==> config.mk <==
export PLATFORM = sky130hd
export DESIGN_NAME = pic8_top
export DESIGN_NICKNAME = d
export VERILOG_FILES = /design/src/rtl/pic_pkg.sv /design/src/rtl/pic_ctrl.sv /design/src/rtl/pic_req.sv /design/src/rtl/pic_prio.sv /design/src/rtl/pic8_top.sv
export SDC_FILE = /design/constraint.sdc
export NUM_CORES = 1
export LEC_CHECK = 0
export CORE_UTILIZATION = 59
export CTS_CLUSTER_DIAMETER = 120
export DETAILED_ROUTE_END_ITERATION = 10
export GPL_TIMING_DRIVEN = 1
export PLACE_DENSITY = 0.85
export SYNTH_ARGS = -nofsm -noshare
export SYNTH_HDL_FRONTEND = slang
export SYNTH_SLANG_ARGS = --single-unit
export TNS_END_PERCENT = 100
==> constraint.sdc <==
create_clock -name clk_i -period 10.45 [get_ports clk_i]
set_clock_uncertainty 0.15 [all_clocks]
set_input_delay 3.135 -clock clk_i [delete_from_list [all_inputs] [get_ports clk_i]]
set_output_delay 3.135 -clock clk_i [all_outputs]
set_load 0.1 [all_outputs]
==> src/rtl/pic_pkg.sv <==
package pic_pkg;
  typedef enum logic [2:0] {ST_OFF, ST_W2, ST_W3, ST_W4, ST_RUN} init_st_e;
  localparam logic [1:0] A_CMD  = 2'd0;
  localparam logic [1:0] A_AUX  = 2'd1;
  localparam logic [1:0] A_TRIG = 2'd2;
endpackage

==> src/rtl/pic_ctrl.sv <==
module pic_ctrl import pic_pkg::*; #(
  parameter int NUM_IN = 8,
  parameter int DW     = 8,
  localparam int IDX_W = $clog2(NUM_IN)
) (
  input  logic                clk_i,
  input  logic                rst_ni,
  input  logic                wr_en_i,
  input  logic [1:0]          addr_i,
  input  logic [DW-1:0]       wdata_i,
  output logic                ready_o,
  output logic                icw1_o,
  output logic                eoi_o,
  output logic                rd_isr_o,
  output logic [NUM_IN-1:0]   imr_o,
  output logic [NUM_IN-1:0]   trig_o,
  output logic [DW-1:IDX_W]   base_o
);
  init_st_e st_q;
  logic need4_q;
  logic cmd_wr, aux_wr, ocw, ocw3;

  assign cmd_wr  = wr_en_i && addr_i == A_CMD;
  assign aux_wr  = wr_en_i && addr_i == A_AUX;
  assign icw1_o  = cmd_wr && wdata_i[4];
  assign ocw     = cmd_wr && !wdata_i[4] && st_q == ST_RUN;
  assign eoi_o   = ocw && !wdata_i[3] && wdata_i[7:5] == 3'b001;
  assign ocw3    = ocw && wdata_i[3];
  assign ready_o = st_q == ST_RUN;

  always_ff @(posedge clk_i or negedge rst_ni) begin
    if (!rst_ni) begin
      st_q     <= ST_OFF;
      need4_q  <= 1'b0;
      rd_isr_o <= 1'b0;
      imr_o    <= '1;
      trig_o   <= '0;
      base_o   <= '0;
    end else begin
      if (icw1_o) begin
        st_q     <= ST_W2;
        need4_q  <= wdata_i[0];
        rd_isr_o <= 1'b0;
        imr_o    <= '0;
        trig_o   <= {NUM_IN{wdata_i[3]}};
      end else if (aux_wr) begin
        unique case (st_q)
          ST_W2: begin
            base_o <= wdata_i[DW-1:IDX_W];
            st_q   <= ST_W3;
          end
          ST_W3:   st_q  <= need4_q ? ST_W4 : ST_RUN;
          ST_W4:   st_q  <= ST_RUN;
          ST_RUN:  imr_o <= wdata_i[NUM_IN-1:0];
          default: ;
        endcase
      end else if (ocw3 && wdata_i[1]) begin
        rd_isr_o <= wdata_i[0];
      end
      if (wr_en_i && addr_i == A_TRIG) trig_o <= wdata_i[NUM_IN-1:0];
    end
  end

  p_icw1_clears_mask_r2: assert property (@(posedge clk_i) disable iff (!rst_ni)
    icw1_o |=> (imr_o == '0 && !rd_isr_o && st_q == ST_W2));
  p_off_no_skip_r13: assert property (@(posedge clk_i) disable iff (!rst_ni)
    (st_q == ST_OFF) |=> (st_q == ST_OFF || st_q == ST_W2));
endmodule

==> src/rtl/pic_req.sv <==
module pic_req #(
  parameter int NUM_IN = 8
) (
  input  logic              clk_i,
  input  logic              rst_ni,
  input  logic [NUM_IN-1:0] irq_i,
  input  logic [NUM_IN-1:0] trig_i,
  input  logic [NUM_IN-1:0] ack_oh_i,
  output logic [NUM_IN-1:0] irr_o
);
  logic [NUM_IN-1:0] prev_q, edge_q, rise;

  assign rise = irq_i & ~prev_q & ~trig_i;

  always_ff @(posedge clk_i or negedge rst_ni) begin
    if (!rst_ni) prev_q <= '0;
    else         prev_q <= irq_i;
  end

  for (genvar g = 0; g < NUM_IN; g++) begin : g_lane
    always_ff @(posedge clk_i or negedge rst_ni) begin
      if (!rst_ni) edge_q[g] <= 1'b0;
      else edge_q[g] <= (edge_q[g] & ~(ack_oh_i[g] & ~trig_i[g])) | rise[g];
    end
    assign irr_o[g] = trig_i[g] ? irq_i[g] : edge_q[g];
  end

  // new edge wins over an acknowledge in the same cycle
  p_edge_latched_r6: assert property (@(posedge clk_i) disable iff (!rst_ni)
    (|rise) |=> ((edge_q & $past(rise)) == $past(rise)));
endmodule

==> src/rtl/pic_prio.sv <==
module pic_prio #(
  parameter int NUM_IN = 8,
  parameter int DW     = 8,
  localparam int IDX_W = $clog2(NUM_IN)
) (
  input  logic              clk_i,
  input  logic              rst_ni,
  input  logic [NUM_IN-1:0] irr_i,
  input  logic [NUM_IN-1:0] imr_i,
  input  logic              ready_i,
  input  logic              inta_i,
  input  logic              eoi_i,
  input  logic              clr_i,
  input  logic [DW-1:IDX_W] base_i,
  output logic              int_o,
  output logic [DW-1:0]     vector_o,
  output logic [NUM_IN-1:0] ack_oh_o,
  output logic [NUM_IN-1:0] isr_o
);
  logic [NUM_IN-1:0] pend, win_oh, isr_low;
  logic [IDX_W-1:0]  win_idx;

  assign pend    = irr_i & ~imr_i;
  assign win_oh  = pend & (~pend + 1'b1);
  assign isr_low = isr_o & (~isr_o + 1'b1);

  always_comb begin
    win_idx = '0;
    for (int i = NUM_IN - 1; i >= 0; i--)
      if (pend[i]) win_idx = IDX_W'(i);
  end

  // fully nested: no in-service bit at or above the winner's level
  assign int_o    = ready_i && |pend && (isr_o & (win_oh | (win_oh - 1'b1))) == '0;
  assign vector_o = int_o ? {base_i, win_idx} : '0;
  assign ack_oh_o = (inta_i && int_o) ? win_oh : '0;

  always_ff @(posedge clk_i or negedge rst_ni) begin
    if (!rst_ni)    isr_o <= '0;
    else if (clr_i) isr_o <= '0;
    else            isr_o <= (isr_o & ~(eoi_i ? isr_low : '0)) | ack_oh_o;
  end

  p_ack_sets_isr_r9: assert property (@(posedge clk_i) disable iff (!rst_ni)
    (inta_i && int_o && !clr_i) |=> ((isr_o & $past(ack_oh_o)) != '0));
  p_eoi_one_bit_r10: assert property (@(posedge clk_i) disable iff (!rst_ni)
    (eoi_i && !clr_i && !(inta_i && int_o) && isr_o != '0)
      |=> ($countones(isr_o) + 1 == $countones($past(isr_o))));
  p_icw1_clears_isr_r2: assert property (@(posedge clk_i) disable iff (!rst_ni)
    clr_i |=> (isr_o == '0));
endmodule

==> src/rtl/pic8_top.sv <==
module pic8_top import pic_pkg::*; #(
  parameter int NUM_IN = 8,
  parameter int DW     = 8,
  localparam int IDX_W = $clog2(NUM_IN)
) (
  input  logic              clk_i,
  input  logic              rst_ni,
  input  logic              wr_en_i,
  input  logic [1:0]        addr_i,
  input  logic [DW-1:0]     wdata_i,
  output logic [DW-1:0]     rdata_o,
  input  logic [NUM_IN-1:0] irq_i,
  input  logic              inta_i,
  output logic              int_o,
  output logic [DW-1:0]     vector_o
);
  logic ready, icw1, eoi, rd_isr;
  logic [NUM_IN-1:0] imr, trig, irr, isr, ack_oh;
  logic [DW-1:IDX_W] base;

  pic_ctrl #(.NUM_IN(NUM_IN), .DW(DW)) u_ctrl (
    .clk_i, .rst_ni, .wr_en_i, .addr_i, .wdata_i,
    .ready_o(ready), .icw1_o(icw1), .eoi_o(eoi), .rd_isr_o(rd_isr),
    .imr_o(imr), .trig_o(trig), .base_o(base)
  );

  pic_req #(.NUM_IN(NUM_IN)) u_req (
    .clk_i, .rst_ni, .irq_i, .trig_i(trig), .ack_oh_i(ack_oh), .irr_o(irr)
  );

  pic_prio #(.NUM_IN(NUM_IN), .DW(DW)) u_prio (
    .clk_i, .rst_ni, .irr_i(irr), .imr_i(imr), .ready_i(ready),
    .inta_i, .eoi_i(eoi), .clr_i(icw1), .base_i(base),
    .int_o, .vector_o, .ack_oh_o(ack_oh), .isr_o(isr)
  );

  always_comb begin
    unique case (addr_i)
      A_CMD:   rdata_o = DW'(rd_isr ? isr : irr);
      A_AUX:   rdata_o = DW'(imr);
      A_TRIG:  rdata_o = DW'(trig);
      default: rdata_o = '0;
    endcase
  end

  p_no_int_unready_r3: assert property (@(posedge clk_i) disable iff (!rst_ni)
    icw1 |=> !int_o);
endmodule

After elaboration in Yosys (flattened, before gate mapping)
Cells that the tools add are included.
{ "totals": {"register_bits": 50, "in_bits": 22, "output_inout_bits": 17, "elab_cells": 144} }
{ "op_classes": {"n_addsub": 3, "n_eq_ne": 8, "muxes": 34, "bitwise_logic": 56, "n_reduce_logical": 27} }
{ "ops": {"columns": ["cell", "n"], "rows": [
  ["$mux 8", 10],
  ["$and 8x8->8", 7],
  ["$not 8->8", 6],
  ["$mux 3", 11],
  ["$pmux 8 s3", 1],
  ["$not 1->1", 17],
  ["$add 8x1->8 const B", 2],
  ["$and 1x1->1", 16],
  ["$or 8x8->8", 2],
  ["$logic_and 1x1->1", 13],
  ["$mux 1", 11],
  ["$pmux 3 s3", 1],
  ["$logic_not 8->1", 1],
  ["$or 1x1->1", 8],
  ["$reduce_bool 2->1", 4],
  ["$reduce_or 8->1", 1],
  ["$sub 8x1->8 const B", 1],
  ["$eq 3x1->1 const B", 2],
  ["$eq 3x2->1 const B", 2],
  ["$reduce_and 2->1", 3],
  ["$reduce_bool 4->1", 1],
  ["$eq 3x3->1 const B", 1],
  ["$reduce_and 3->1", 1],
  ["$eq 2x1->1 const B", 1],
  ["other kinds (4)", 5]
]} }

Longest topological paths before layout
Gate-level depths: netlist of the first run.
{ "depth": {"depth_word": 16, "depth_mapped": 6, "mapped_depth_nobuf": 5} }

Cells and area by module
Synthesis of the first run repeated with hierarchy kept, for this count alone.
{ "unflattened": {"hier_cells": 281, "area_unflattened_um2": 2966.6} }
{ "by_module_without_submodules": {"columns": ["module", "n_inst", "cells_per_inst", "area_each_um2", "seq_area_each_um2"], "rows": [
  ["pic_ctrl", 1, 96, 1207.4, 660.6],
  ["pic_prio", 1, 95, 760.7, 200.2],
  ["pic_req", 1, 62, 701.9, 400.4],
  ["pic8_top", 1, 28, 296.5, 0.0]
]} }

Least setup slack after synthesis of the first run
No wires, ideal clock.
{ "synth_timing": {"path_type": "input to output", "startpoint": "in irq_i[4]", "endpoint": "out vector_o[0]", "t_arrival_ns": 6.979, "required_time_ns": 7.165, "path_slack_ns": 0.186, "path_stages": 5, "path_buffers": 0, "cell_sequence": "mux2i_1 or4_1 a311o_1 a21oi_4 nor3b_1"} }
{ "synth_via": {"elab_chain_len": 11, "word_cells_on_any_way": 18, "classes_between": "add/sub: 2; mux: 7; bitwise: 5; reduce/logical: 4"} }
{ "synth_lines": {"columns": ["element", "line_no", "text"], "rows": [
  ["start: declaration", "pic8_top.sv:12", "input logic [NUM_IN-1:0] irq_i,"],
  ["$mux 1 (*)", "pic_req.sv:25", "assign irr_o[g] = trig_i[g] ? irq_i[g] : edge_q[g];"],
  ["$and 8x8->8 (*)", "pic_prio.sv:23", "assign pend = irr_i & ~imr_i;"],
  ["$not 8->8", "pic_prio.sv:24", "assign win_oh = pend & (~pend + 1'b1);"],
  ["$add 8x1->8", "pic_prio.sv:24", null],
  ["$and 8x8->8", "pic_prio.sv:24", null],
  ["$sub 8x1->8", "pic_prio.sv:34", "assign int_o = ready_i && |pend && (isr_o & (win_oh | (win_oh - 1'b1))) == '0;"],
  ["$or 8x8->8", "pic_prio.sv:34", null],
  ["$and 8x8->8", "pic_prio.sv:34", null],
  ["$logic_not 8->1", "pic_prio.sv:34", null],
  ["$logic_and 1x1->1 (*)", "pic_prio.sv:34", null],
  ["named net int_o", "pic8_top.sv:14", "output logic int_o,"],
  ["$mux 8 (*)", "pic_prio.sv:35", "assign vector_o = int_o ? {base_i, win_idx} : '0;"],
  ["end: declaration", "pic8_top.sv:15", "output logic [DW-1:0] vector_o"]
]} }
Mark *: on every way through the listed nets, which the timed path passes. The rest lies on a longest branch.

Worst setup path in the final report of the first run
{ "layout_timing": {"startpoint": "in irq_i[4]", "endpoint": "out int_o"} }
{ "layout_via": {"elab_chain_len": 10, "word_cells_on_any_way": 12, "classes_between": "add/sub: 2; mux: 1; bitwise: 5; reduce/logical: 4"} }
{ "layout_lines": {"columns": ["element", "line_no"], "rows": [
  ["$mux 1 (*)", "pic_req.sv:25"],
  ["$and 8x8->8 (*)", "pic_prio.sv:23"],
  ["$not 8->8", "pic_prio.sv:24"],
  ["$add 8x1->8", "pic_prio.sv:24"],
  ["$and 8x8->8", "pic_prio.sv:24"],
  ["$sub 8x1->8", "pic_prio.sv:34"],
  ["$or 8x8->8", "pic_prio.sv:34"],
  ["$and 8x8->8", "pic_prio.sv:34"],
  ["$logic_not 8->1", "pic_prio.sv:34"],
  ["$logic_and 1x1->1 (*)", "pic_prio.sv:34"],
  ["end: declaration", "pic8_top.sv:14"]
]} }
Every way passes the cells marked *; elsewhere a longest branch is shown, timed or not.

==> results of run 1 <==
-- synthesized netlist by cell type, types with 2 or more instances --
cell type,number
a21o_1,2
a21oi_1,17
a221o_1,7
a22o_1,12
and2_1,9
clkbuf_1,9
dfrtp_1,42
dfstp_2,8
inv_1,8
mux2_2,12
mux2i_1,7
nand2_1,14
nand3_1,7
nand3b_1,2
nand4_1,6
nor2_1,36
nor2b_1,14
nor3_1,5
nor3b_1,12
nor4b_1,3
o21ai_0,27
o22a_1,3
o22ai_1,4
o31a_1,2
o31ai_1,3
or3_1,3
or4_1,3
-- layer usage --
| metal | track usage (%) | routed length (um) | vias to the layer above |
|---|---|---|---|
| met1 | 42.2 | 3200 | 1241 |
| met4 | 11.6 | 176 | 0 |
| met5 | 0 | 0 | - |
| met3 | 5.34 | 401 | 20 |
| met2 | 48.4 | 3380 | 101 |
| li1 | - | - | 1190 |
-- kinds of logic after synthesis --
logic type | after synthesis | synth area share [%]
simple gates | 122 | 23.6
compound gates | 88 | 21.5
flops | 50 | 44.5
mux | 20 | 7.76
buf+inv | 18 | 2.65
-- worst paths after layout --
check                      slack (ps)                          to
max                              1060                       int_o
min                               360  u_ctrl.need4_q$_DFFE_PN0P_
max reg2reg                      8010   u_req.edge_q[7]$_DFF_PN0_
min reg2reg                       360  u_ctrl.need4_q$_DFFE_PN0P_
max in group asynchronous        6620   u_prio.isr_o[4]$_DFF_PN0_
min in group asynchronous        2860   u_req.prev_q[1]$_DFF_PN0_
-- per-stage QoR --
| step | cells | hold slack [ps] |
|---|---|---|
| 2_1_floorplan | 298 | 296 |
| 3_3_place_gp | 379 | 314 |
| 3_5_place_dp | 379 | 334 |
| 4_1_cts | 387 | 355 |
| 5_1_grt | 387 | 396 |
| 6_report | 387 | 356 |
-- sequential cells by signal, summed over array words and instances (netlist names) --
register	cells
u_ctrl.trig_o	8
u_req.edge_q	8
u_ctrl.base_o	5
u_ctrl.st_q	3
u_ctrl.need4_q	1
u_ctrl.imr_o	8
u_req.prev_q	8
u_prio.isr_o	8
u_ctrl.rd_isr_o	1
-- critical path, delay by kind of cell --
kind	cells	cell delay [ps]
buffers and inverters	2	1710
AOI/OAI and AO/OA	2	630
muxes	1	140
and+or+nand+nor	1	490
-- power by group through the flow --
stage / Clock [mW] / Sequential (mW) / Combinational [mW]
2_1_floorplan: 0 / 0.269 / 0.215
6_report: 0.116 / 0.285 / 0.272
3_5_place_dp: 0 / 0.286 / 0.270
5_1_grt: 0.125 / 0.290 / 0.292
3_3_place_gp: 0 / 0.284 / 0.265
4_1_cts: 0.119 / 0.282 / 0.271
-- final cells by class --
| cell class | instances | area [um^2] |
|---|---|---|
| Multi-Input combinational cell | 230 | 1500 |
| Tap cell | 52 | 65.1 |
| Fill cell | 336 | 1160 |
| Sequential cell | 50 | 1260 |
| Timing Repair Buffer | 39 | 363 |
| Clock inverter | 3 | 22.5 |
| Inverter | 8 | 30.0 |
| Clock buffer | 5 | 68.8 |
==> qor.yml, run 1 <==
run_status: "complete, but fails checks"
violations: "design-rule violations"
postLayoutSetupSlackWorst_ps: 1060
fmax_mhz: 106
synth_top_area_share_pct: 37.1
maxSlewHeadroom_pct: 28.4
internal_power_mw: 0.384
routed_wl_um: 7160
path_cells: "clkdlybuf4s50_1 > mux2i_1 > or4_1 > a311o_1 > a21oi_4 > clkdlybuf4s50_1"
fp.dieW_um: 71.3
layout.nets: 356
cts_max_level: 2
holdBufCountCts: 0
synth_area_um2: 2840
async_flop_share_pct: 100
ys_seq_area_share_pct: 44.5
fin_area_um2: 3310
fin_total_pwr_mw: 0.673
vias: 2552
setup_tns_ps: 0
hold_path_class: "flop to flop"
cellLeakagePower_nw: 1.35
gp_congestion: 0.885
finalSetupViolCount: 0
clock_path_buffers: 2
grt_pass1_wl_um: 12000
worstHoldStart: "u_ctrl.need4_q$_DFFE_PN0P_"
dieArea_um2: 5090
cts_tree: "yes"
seqPwrFrac_pct: 42.3
arrival_ps: 6110
slew_viol_final: 0
layout_commonest_cell: "dfrtp_1"
combPwrFrac_pct: 40.4
ios: 39
hold_viol: 0
critPathCaptureType: "primary output"
hold_depth: 2
reg2regPathDepth: 6
grt_setup_unrepaired: "false"
cp.required_ps: 7170
cts_root_buf: "clkbuf_8"
rows: 24
path_class: "input port to primary output"
placed_area_um2: 3220
gr-total-overflow: 0
avgRoutedWirePerCell_um: 18.5
critPathSlowestCell: "clkdlybuf4s50_1"
syn_nets: 320
drt_iter0_drc: 240
dpl.hpwl_um: 5110
ys_seq_elements: 50
startpoint_type: "input port"
switching_share_pct: 42.9
drv_cap: 0
crit_start: "irq_i[4]"
initial_core_util_pct: 63.4
synth_warnings: 0
viasPerCell: 6.59
insertion_delay_ps: 300
area_delta_synth_final_pct: 16.7
p_switching_mw: 0.289
fp.coreArea_um2: 4470
netlist_top_cells_area: "dfrtp_1 (37%), dfstp_2 (7.4%), nor2_1 (4.8%), o21ai_0 (4.8%), mux2_2 (4.8%)"
cts_buffers: 5
grtUsageTotal_pct: 30.5
synth_cell_types: 48
fin_crit_ps: 9390
post_cts_buffers: 0
drive_above_1_share_pct: 13.4
dp_worst_setup_slack_ps: 1080
ctsResizeCount: 0
antenna_found_initial: 0
diodes: 0
synth_edf_count: 0
grt_max_degree: 51
worst_pin_slew_ps: 1070
layout_common_cells: "dfrtp_1 (42), nor2_1 (36), clkdlybuf4s50_1 (29), o21ai_0 (27), a21oi_1 (17)"
post_synth.cell_area_avg_um2: 9.52
vdd_drop_max_v: 0.000155
synth_flop_cell: "dfrtp_1"
crit_fanout: 9
drt-pass1-iter-count: 9
clk_pin_slew_worst_paths_ps: 100
cts.sink_count: 50
clock_power_share_pct: 17.3
drcViolationCount: 2
power_per_cell_area_nw_per_um2: 203
port_buffers: 38
cpMostUsedCell: "clkdlybuf4s50_1"
fin_util_pct: 74.0
ant_nets: 0
fp.dieH_um: 71.3
rr_startpoint: "u_ctrl.trig_o[0]$_DFFE_PN0P_"
synth_top_area_cell: "dfrtp_1"
netlist_instances: 298
slowest_delay_ps: 1190
grt_pass1_vias: 2433
post-route-period-util_pct: 89.9
Power figures use the tool's default switching activity.
==> run 2, diff against run 1 <==
Settings changed: GPL_ROUTABILITY_DRIVEN set to 0.
==> run 2 against run 1 <==
Net effect: the run still ends with design-rule violations left; combinational power hardly changed; core utilization is 0.20 points lower; die area stayed put; cell area shrank 0.26%.
==> qor.yml, run 2 (synthesis gave the netlist of run 1 again) <==
run_status: "complete, but fails checks"
violations: "design-rule violations"
port_buffers: 38  # unchanged
drt_iter0_drc: 333  # +39%
power_per_cell_area_nw_per_um2: 202  # -0.69%
grtUsageTotal_pct: 30.8  # +0.27 points
finalSetupViolCount: 0  # unchanged
hold_path_class: "flop to flop"
drv_cap: 0  # unchanged
rows: 24  # unchanged
critPathCaptureType: "primary output"
crit_fanout: 9  # unchanged
crit_family: "buffers and inverters"
clock_path_buffers: 2  # unchanged
cts_buffers: 5  # unchanged
viasPerCell: 6.65  # +0.89%
holdBufCountCts: 0  # unchanged
startpoint_type: "input port"
ios: 39  # unchanged
fmax_mhz: 105  # -0.98%
ant_nets: 0  # unchanged
antenna_found_initial: 0  # unchanged
drt-pass1-iter-count: 8  # -1
grt_max_degree: 51  # unchanged
cpMostUsedCell: "clkdlybuf4s50_1"
grt_pass1_wl_um: 11900  # -0.18%
post-route-period-util_pct: 90.8  # +0.89 points
layout.nets: 355  # -0.28%
grt_pass1_vias: 2513  # +3.3%
cellLeakagePower_nw: 1.34  # -0.64%
insertion_delay_ps: 310  # about the same
post_cts_buffers: 0  # unchanged
fp.dieW_um: 71.3  # unchanged
cts_root_buf: "clkbuf_8"
layout_common_cells: "dfrtp_1 (42), nor2_1 (36), clkdlybuf4s50_1 (29), o21ai_0 (27), a21oi_1 (17)"
path_class: "input port to primary output"
cts_tree: "yes"
vias: 2568  # +0.63%
clk_pin_slew_worst_paths_ps: 90  # about the same
hold_viol: 0  # unchanged
fin_util_pct: 73.8  # -0.20 points
slowest_delay_ps: 1000  # -190 ps
setup_tns_ps: 0  # unchanged
avgRoutedWirePerCell_um: 17.9  # -3.3%
slew_viol_final: 0  # unchanged
initial_core_util_pct: 63.4  # unchanged
path_cells: "clkdlybuf4s50_1 > mux2_4 > a222oi_1 > and2b_1 > a21oi_4 > clkdlybuf4s50_1"
drcViolationCount: 2  # unchanged
cts_max_level: 2  # unchanged
cp.required_ps: 7170  # about the same
maxSlewHeadroom_pct: 27.8  # -0.68 points
gr-total-overflow: 0  # unchanged
cts.sink_count: 50  # unchanged
dpl.hpwl_um: 5070  # -0.81%
fp.dieH_um: 71.3  # unchanged
fp.coreArea_um2: 4470  # unchanged
cp_num_buf_inv: 2  # unchanged
drive_above_1_share_pct: 12.9  # -0.56 points
diodes: 0  # unchanged
layout_commonest_cell: "dfrtp_1"
dieArea_um2: 5090  # unchanged
vdd_drop_max_v: 0.000147  # -4.9%
arrival_ps: 6200  # +90 ps
worst_pin_slew_ps: 1080  # +10.2 ps
fillers: 334  # -0.60%
grt_setup_unrepaired: "false"
routed_wl_um: 6900  # -3.5%
ctsResizeCount: 0  # unchanged
area_delta_synth_final_pct: 16.4
critPathSlowestCell: "clkdlybuf4s50_1"
fin_crit_ps: 9490  # +92.7 ps
run 2: path summary, 6_finish.rpt:
kind,startpoint,to,slack (ps),cells after the start
setup / recovery,irq_i[0],int_o,960,6
hold / removal,u_ctrl.need4_q$_DFFE_PN0P_,u_ctrl.need4_q$_DFFE_PN0P_,340,2
setup reg to reg,u_ctrl.trig_o[0]$_DFFE_PN0P_,u_req.edge_q[7]$_DFF_PN0_,7790,5
hold reg to reg,u_ctrl.need4_q$_DFFE_PN0P_,u_ctrl.need4_q$_DFFE_PN0P_,340,2
max in group asynchronous,rst_ni,u_ctrl.trig_o[6]$_DFFE_PN0P_,6620,1
min in group asynchronous,rst_ni,u_req.prev_q[2]$_DFF_PN0_,2870,1
run 2: where the power goes:
part	switching (mW)	leakage [nW]	internal [mW]
combinational	0.173	0.712	0.0967
sequential	0.0441	0.581	0.238
clock	0.0657	0.0458	0.0486
run 2: routing by layer:
layer  vias to the layer above  wire length, um  global-route usage (%)
met3                        19              392                    5.49
met1                      1251             3060                    41.4
met4                         0              146                    12.2
li1                       1186                -                       -
met2                       112             3300                    49.8
met5                         -                0                       0
run 2: metrics by stage:
step / total power, mW / cells / hold WS (ps) / worst slack (ps) / area (um^2)
3_5_place_dp: 0.552 / 378 / 329 / 1010 / 3210
5_1_grt: 0.704 / 386 / 389 / 829 / 3300
6_report: 0.666 / 386 / 343 / 964 / 3300
3_3_place_gp: 0.545 / 378 / 313 / 1060 / 3210
4_1_cts: 0.667 / 386 / 352 / 1020 / 3300
2_1_floorplan: 0.484 / 298 / 296 / 186 / 2840
run 2: layout make-up:
cell class	count	area [um^2]	area share, %
clock buffers	6	72.6	2.20
clock inverters	2	17.5	0.531
inverters	8	30.0	0.909
multi-input cells	230	1500	45.4
flip-flops and latches	50	1260	38.2
well taps	52	65.1	1.97
repair buffers	38	355	10.8
run 2: worst min-delay path, stage by stage (launching register included):
cell and delay (ps):
dfrtp_1 350, nand2_1 50, nand2_1 60
